`config.mk`:
```
export PLATFORM = sky130hd
export DESIGN_NAME = lfc_link
export DESIGN_NICKNAME = d
export VERILOG_FILES = /design/src/rtl/lfc_pkg.sv /design/src/rtl/lfc_delay.sv /design/src/rtl/lfc_tx_ctrl.sv /design/src/rtl/lfc_rx_buf.sv /design/src/rtl/lfc_link.sv
export SDC_FILE = /design/constraint.sdc
export NUM_CORES = 1
export LEC_CHECK = 0
export BUFFER_PORTS_ARGS = -buffer_cell sky130_fd_sc_hd__buf_2
export CORE_AREA = 2 2 67 69
export DETAILED_ROUTE_END_ITERATION = 12
export DIE_AREA = 0 0 69 71
export GPL_ROUTABILITY_DRIVEN = 1
export HOLD_SLACK_MARGIN = 0.02
export PLACE_DENSITY = 0.69
export SYNTH_ARGS = -nofsm -noshare
export SYNTH_HDL_FRONTEND = slang
export SYNTH_SLANG_ARGS = --single-unit
```
`constraint.sdc`:
```
create_clock -name clk -period 2.7 [get_ports clk]
set_input_delay 0.405 -clock clk [delete_from_list [all_inputs] [get_ports clk]]
set_output_delay 0.405 -clock clk [all_outputs]
set_load 0.02 [all_outputs]
```
`src/rtl/lfc_pkg.sv`:
```
package lfc_pkg;

    typedef enum logic {
        FC_CREDIT = 1'b0,
        FC_ONOFF  = 1'b1
    } fc_mode_e;

    // High mark for on/off mode: room left for everything in flight
    function automatic int unsigned high_mark(int unsigned depth, int unsigned loop_cyc);
        return (depth > loop_cyc) ? (depth - loop_cyc) : 1;
    endfunction

    function automatic int unsigned low_mark(int unsigned hi);
        return (hi / 2 > 0) ? (hi / 2) : 1;
    endfunction

endpackage

```
`src/rtl/lfc_delay.sv`:
```
module lfc_delay #(
    parameter int unsigned W      = 1,
    parameter int unsigned STAGES = 1
) (
    input  logic         clk,
    input  logic         rst_n,
    input  logic [W-1:0] din,
    output logic [W-1:0] dout
);
    typedef struct packed {
        logic [STAGES-1:0][W-1:0] pipe;
    } dly_state_t;

    dly_state_t st_d, st_q;

    always_comb begin
        st_d = st_q;
        st_d.pipe[0] = din;
        for (int i = 1; i < STAGES; i++) begin
            st_d.pipe[i] = st_q.pipe[i-1];
        end
    end

    always_ff @(posedge clk or negedge rst_n) begin
        if (!rst_n) st_q <= '0;
        else        st_q <= st_d;
    end

    assign dout = st_q.pipe[STAGES-1];

endmodule

```
`src/rtl/lfc_tx_ctrl.sv`:
```
module lfc_tx_ctrl
    import lfc_pkg::*;
#(
    parameter int unsigned NVC   = 2,
    parameter int unsigned DEPTH = 8,
    parameter int unsigned CW    = 4,
    parameter int unsigned VCW   = 1,
    parameter fc_mode_e    MODE  = FC_CREDIT
) (
    input  logic                    clk,
    input  logic                    rst_n,
    input  logic                    tx_valid,
    input  logic [VCW-1:0]          tx_vc,
    input  logic [NVC-1:0]          ret_in,
    output logic [NVC-1:0]          tx_ready,
    output logic                    tx_accept,
    output logic [NVC-1:0][CW-1:0]  cnt_out,
    output logic                    cnt_err
);
    typedef struct packed {
        logic [NVC-1:0][CW-1:0] cnt;
        logic                   err;
    } tx_state_t;

    tx_state_t      st_d, st_q;
    logic [NVC-1:0] send_oh;

    // Ready per VC: counter nonzero, or stop level low
    for (genvar v = 0; v < NVC; v++) begin : g_vc
        if (MODE == FC_CREDIT) begin : g_cr
            assign tx_ready[v] = (st_q.cnt[v] != '0);
        end else begin : g_oo
            assign tx_ready[v] = !ret_in[v];
        end

        AST_SEND_NEEDS_CREDIT: assert property (@(posedge clk) disable iff (!rst_n)
            (MODE == FC_CREDIT) && send_oh[v] |=> (st_q.cnt[v] == $past(st_q.cnt[v]) - CW'(1)) || $past(ret_in[v]));
        AST_SAME_CYCLE_HOLD: assert property (@(posedge clk) disable iff (!rst_n)
            (MODE == FC_CREDIT) && send_oh[v] && ret_in[v] |=> st_q.cnt[v] == $past(st_q.cnt[v]));
        AST_CNT_IN_RANGE: assert property (@(posedge clk) disable iff (!rst_n)
            st_q.cnt[v] <= CW'(DEPTH));
    end

    always_comb begin
        tx_accept = 1'b0;
        send_oh   = '0;
        for (int v = 0; v < NVC; v++) begin
            if (tx_valid && tx_vc == VCW'(v) && tx_ready[v]) begin
                tx_accept  = 1'b1;
                send_oh[v] = 1'b1;
            end
        end
    end

    always_comb begin
        st_d = st_q;
        if (MODE == FC_CREDIT) begin
            for (int v = 0; v < NVC; v++) begin
                case ({send_oh[v], ret_in[v]})
                    2'b10: begin
                        if (st_q.cnt[v] == '0) st_d.err = 1'b1;
                        else                   st_d.cnt[v] = st_q.cnt[v] - CW'(1);
                    end
                    2'b01: begin
                        if (st_q.cnt[v] == CW'(DEPTH)) st_d.err = 1'b1;
                        else                           st_d.cnt[v] = st_q.cnt[v] + CW'(1);
                    end
                    default: ;
                endcase
            end
        end
    end

    always_ff @(posedge clk or negedge rst_n) begin
        if (!rst_n) begin
            st_q.cnt <= {NVC{CW'(DEPTH)}};
            st_q.err <= 1'b0;
        end else begin
            st_q <= st_d;
        end
    end

    AST_NO_CNT_ERR: assert property (@(posedge clk) disable iff (!rst_n) !st_q.err);

    assign cnt_out = st_q.cnt;
    assign cnt_err = st_q.err;

endmodule

```
`src/rtl/lfc_rx_buf.sv`:
```
module lfc_rx_buf #(
    parameter int unsigned NVC    = 2,
    parameter int unsigned DEPTH  = 8,
    parameter int unsigned CW     = 4,
    parameter int unsigned VCW    = 1,
    parameter int unsigned HI_LVL = 4,
    parameter int unsigned LO_LVL = 2
) (
    input  logic                    clk,
    input  logic                    rst_n,
    input  logic                    arr_valid,
    input  logic [VCW-1:0]          arr_vc,
    input  logic [NVC-1:0]          pop,
    output logic [NVC-1:0]          credit,
    output logic [NVC-1:0]          stop,
    output logic [NVC-1:0][CW-1:0]  occ_out,
    output logic                    drop_err
);
    typedef struct packed {
        logic [NVC-1:0][CW-1:0] occ;
        logic [NVC-1:0]         stop;
        logic                   drop;
    } rx_state_t;

    rx_state_t      st_d, st_q;
    logic [NVC-1:0] arr_oh;

    always_comb begin
        st_d = st_q;
        for (int v = 0; v < NVC; v++) begin
            arr_oh[v] = arr_valid && (arr_vc == VCW'(v));
            credit[v] = pop[v] && (st_q.occ[v] != '0);
            if (arr_oh[v] && !credit[v]) begin
                if (st_q.occ[v] == CW'(DEPTH)) st_d.drop = 1'b1;
                else                           st_d.occ[v] = st_q.occ[v] + CW'(1);
            end else if (credit[v] && !arr_oh[v]) begin
                st_d.occ[v] = st_q.occ[v] - CW'(1);
            end
            if (st_d.occ[v] >= CW'(HI_LVL))      st_d.stop[v] = 1'b1;
            else if (st_d.occ[v] < CW'(LO_LVL))  st_d.stop[v] = 1'b0;
        end
    end

    always_ff @(posedge clk or negedge rst_n) begin
        if (!rst_n) st_q <= '0;
        else        st_q <= st_d;
    end

    for (genvar v = 0; v < NVC; v++) begin : g_chk
        AST_CREDIT_FREES_SLOT: assert property (@(posedge clk) disable iff (!rst_n)
            credit[v] && !arr_oh[v] |=> st_q.occ[v] == $past(st_q.occ[v]) - CW'(1));
        AST_OFF_AT_HIGH: assert property (@(posedge clk) disable iff (!rst_n)
            st_q.occ[v] >= CW'(HI_LVL) |-> st_q.stop[v]);
        AST_OFF_HYST: assert property (@(posedge clk) disable iff (!rst_n)
            st_q.stop[v] && st_q.occ[v] > CW'(LO_LVL) |=> st_q.stop[v]);
    end

    AST_NO_DROP: assert property (@(posedge clk) disable iff (!rst_n) !st_q.drop);

    assign stop     = st_q.stop;
    assign occ_out  = st_q.occ;
    assign drop_err = st_q.drop;

endmodule

```
`src/rtl/lfc_link.sv`:
```
module lfc_link
    import lfc_pkg::*;
#(
    parameter int unsigned NUM_VC     = 2,
    parameter int unsigned BUF_DEPTH  = 8,
    parameter int unsigned LINK_LAT   = 2,
    parameter int unsigned CREDIT_LAT = 2,
    parameter fc_mode_e    MODE       = FC_CREDIT,
    parameter int unsigned VCW        = (NUM_VC > 1) ? $clog2(NUM_VC) : 1,
    parameter int unsigned CW         = $clog2(BUF_DEPTH + 1)
) (
    input  logic                   clk,
    input  logic                   rst_n,
    input  logic                   tx_valid,
    input  logic [VCW-1:0]         tx_vc,
    output logic [NUM_VC-1:0]      tx_ready,
    output logic                   tx_accept,
    input  logic [NUM_VC-1:0]      rx_pop,
    output logic                   rx_arr_valid,
    output logic [VCW-1:0]         rx_arr_vc,
    output logic [NUM_VC*CW-1:0]   tx_credits,
    output logic [NUM_VC*CW-1:0]   rx_occ,
    output logic                   cnt_err,
    output logic                   drop_err
);
    localparam int unsigned LOOP_CYC = LINK_LAT + CREDIT_LAT + 2;
    localparam int unsigned HI_LVL   = high_mark(BUF_DEPTH, LOOP_CYC);
    localparam int unsigned LO_LVL   = low_mark(HI_LVL);

    logic [NUM_VC-1:0]         credit, stop, ret_src, ret_dly;
    logic [NUM_VC-1:0][CW-1:0] cnt_vec, occ_vec;

    lfc_tx_ctrl #(
        .NVC(NUM_VC), .DEPTH(BUF_DEPTH), .CW(CW), .VCW(VCW), .MODE(MODE)
    ) u_tx (
        .clk(clk), .rst_n(rst_n), .tx_valid(tx_valid), .tx_vc(tx_vc),
        .ret_in(ret_dly), .tx_ready(tx_ready), .tx_accept(tx_accept),
        .cnt_out(cnt_vec), .cnt_err(cnt_err)
    );

    lfc_delay #(.W(1 + VCW), .STAGES(LINK_LAT)) u_fwd (
        .clk(clk), .rst_n(rst_n),
        .din({tx_accept, tx_vc}),
        .dout({rx_arr_valid, rx_arr_vc})
    );

    lfc_rx_buf #(
        .NVC(NUM_VC), .DEPTH(BUF_DEPTH), .CW(CW), .VCW(VCW),
        .HI_LVL(HI_LVL), .LO_LVL(LO_LVL)
    ) u_rx (
        .clk(clk), .rst_n(rst_n), .arr_valid(rx_arr_valid), .arr_vc(rx_arr_vc),
        .pop(rx_pop), .credit(credit), .stop(stop), .occ_out(occ_vec),
        .drop_err(drop_err)
    );

    // One return wire per VC carries credits or the stop level
    if (MODE == FC_CREDIT) begin : g_ret_cr
        assign ret_src = credit;
    end else begin : g_ret_oo
        assign ret_src = stop;
    end

    lfc_delay #(.W(NUM_VC), .STAGES(CREDIT_LAT)) u_ret (
        .clk(clk), .rst_n(rst_n), .din(ret_src), .dout(ret_dly)
    );

    assign tx_credits = cnt_vec;
    assign rx_occ     = occ_vec;

endmodule

```
==> key figures <==
STA
  • Clock skew: 0.00174 ns
  • Period minus WS final: approximately 2.5 ns
  • Final setup TNS: 0 ns
  • Final clock period utilization by the worst path: a little over nine tenths
  • RSZ-0062 raised after global routing: no
  • Slew HR: a little over three fifths
  • F_max: 396 MHz
  • Final Hold Violating Endpoints: 0
  • Slew Limit Fails: 0
  • Worst Hold Margin: 0.125 ns
  • Worst Tran Pin Value: between 0.5 and 0.6 ns
  • Finish-stage setup viols: 0

Floorplanning
  • Initial Utilization: 38.5%
  • Core Area: between 4000 and 5000 µm²
  • Num ports: 29
  • Die width: 69 µm
  • Die area: 4900 µm²
  • Die Ht: around 71 µm
  • Rows: 24

Outcome
  • Outcome: completed

Detailed routing
  • Remaining DRCs: 0
  • TritonRoute pass-1 iters: 4
  • Routed via count: between 1,000 and 1,500
  • Final ANT Viol Nets: 0
  • Final wirelength: 2980 µm
  • DR vias/cell: 5.16
  • DR iter-0 viols: 28
  • Drt wl/cell: 11.9 µm

Setup path
  • WS Path Type: register to register
  • CP Capture Type: register
  • Startpoint types: register
  • Crit path arrival time: between 2 and 3 ns
  • Crit Path Max Fanout: 5
  • Worst EP required: 2.89 ns

Synthesis
  • Ys Warns: 0
  • Unique cell type count in the Yosys netlist: 40
  • Top FF cell, synth: dfrtp_1
  • Ranking of synthesized cells by area: dfrtp_1 (37%), ha_1 (9.3%), fa_1 (4.9%)
  • Post-synthesis cell count: 165
  • Synthesized area: ~1600 µm²
  • Number of enable flip-flop cells after synthesis: 0
  • Area share of the largest cell type after synthesis: a little under two fifths
  • Async SR Flop Fraction: 100%
  • Seq/Total Area, Yosys: between 40% and 50%
  • Most frequent cell after synthesis: dfrtp_1
  • Synth area leader: dfrtp_1
  • Mapped Nets: 187
  • Synth top cells by count: dfrtp_1 (24), nand2_1 (18), a21oi_1 (15)
  • Seq cells post-synth: 26
  • Post-Synthesis Mean Instance Area: 9.82 µm²

Global routing
  • Vias in the first global route: about 1,100
  • Initial antenna violation count: 0
  • First-pass GRT wire length: between 5000 and 6000 µm
  • Tot GR Track Use: 12.2%
  • Largest net degree at the start of global routing: 27
  • GRT Residual Overflow: 0

Placed design
  • Final GP Congestion: 0.800
  • Final HPWL DP: 2310 µm
  • Placed insts: 246
  • PortBufs: 28

Power
  • Max VDD drop: around 0.56 mV
  • Cell Pwr Density: around 1200 nW/µm²
  • Leak pwr: slightly below 0.9 nW

Final layout
  • Final net count: 221
  • Layout cells sized above 1: a little under a quarter
  • Final non-filler cell total: 250
  • Antenna Cells: 0
  • Utilization after layout: 45.1%
  • Area Growth Syn to Fin: 17.0%

Clocking
  • Clock Latency Late Sink: 0.26 ns
  • TritonCTS clock tree: yes
  • TritonCTS buffer count: 3
  • Clock Path Buffers: 2
  • Clock Tree Root: clkbuf_8
  • # hold bufs at CTS: 0
  • Clk pin slew, worst setup/hold paths: 0.08 ns
  • H-tree levels: 1
  • Post-CTS setup buffer count: 0
  • # clock sinks: 26

Run
  • Max-Cap Viols: 0

Hold path
  • Tightest Hold Check Type: input pin to asynchronous set/reset pin
-- routing by layer --
layer	share of wire, %	global-route usage [%]
met1	49	17.5
met2	47	19.7
met3	3.8	1.99
met4	0	2.61
met5	0	0
-- path summary, 6_finish.rpt --
check	start	end	slack (ns)	cells after the start
max	u_tx.cnt_out[1]$_DFFE_PN0P_	u_tx.cnt_out[3]$_DFFE_PN1P_	0.17	10
min	rst_n	u_tx.cnt_out[1]$_DFFE_PN0P_	0.13	1
max reg2reg	u_tx.cnt_out[1]$_DFFE_PN0P_	u_tx.cnt_out[3]$_DFFE_PN1P_	0.17	10
min reg2reg	u_fwd.st_d[2]$_DFF_PN0_	u_fwd.dout[0]$_DFF_PN0_	0.35	0
max in group asynchronous	rst_n	u_tx.cnt_out[3]$_DFFE_PN1P_	2.20	1
min in group clk	tx_vc	u_fwd.st_d[2]$_DFF_PN0_	0.29	1
-- cell type report --
| cell class | instances | area, µm² |
|---|---|---|
| clock buffer | 4 | 45.0 |
| fill | 427 | 2310 |
| inverter | 12 | 45.0 |
| multi-input combinational | 123 | 910 |
| sequential | 26 | 653 |
| tap | 52 | 65.1 |
| timing repair buffer | 33 | 178 |
-- cell families after synthesis --
logic type / after synthesis / share of synthesized area (%)
compound gates: 39 / 17.0
xor+xnor: 12 / 6.49
fa+ha+maj: 16 / 14.2
buf+inv: 16 / 3.78
flops: 26 / 40.3
mux: 4 / 2.55
simple gates: 52 / 15.7
-- registers in the layout, indices dropped and copies added (netlist names) --
name,count
u_ret.st_d,2
u_tx.cnt_err,1
u_fwd.dout,2
u_fwd.st_d,2
u_tx.cnt_out,8
u_rx.occ_out,8
u_rx.drop_err,1
u_ret.dout,2
-- report_power, final --
group	switching (W)	internal [W]	leakage (nW)
sequential	0.000222	0.000559	0.305
combinational	0.000725	0.000577	0.558
clock	0.000107	0.000105	0.0228
-- critical path, cell delays in order, from the launching register on --
cell and delay (ns):
dfrtp_1 0.43, or3_1 0.45, or2_2 0.31, nand3b_1 0.13, ha_1 0.18, inv_1 0.08
ha_1 0.34, nand3_1 0.10, and3_1 0.17, o21ai_1 0.14, xnor2_1 0.13
-- cell usage in the layout, fill, tap and decap left out, types with 3 or more instances in the layout --
cell	n
xor2_1	4
buf_4	5
fa_1	4
mux2i_1	3
buf_2	28
nor2_1	10
o221ai_1	4
dfrtp_1	24
clkbuf_8	3
ha_1	12
nand3_1	5
or3_1	3
a21oi_1	14
nand2_1	18
o21ai_0	5
xnor2_1	8
inv_1	12
-- stage by stage --
step | cell area [µm²] | setup slack (ns) | total power, W
after CTS | 1890 | 0.157 | 0.00231
after global routing | 1900 | 0.0166 | 0.00250
after detailed placement | 1850 | 0.191 | 0.00208
final | 1900 | 0.172 | 0.00229
after global placement | 1850 | 0.290 | 0.00206
after floorplan | 1620 | 0.0732 | 0.00172
-- what timing repair did --
item	in CTS	in global routing
endpoints found under the setup margin	0	1
hold endpoints to repair	0	0
resized for setup	0	1
No activity file was read; power rests on OpenSTA's default activity.
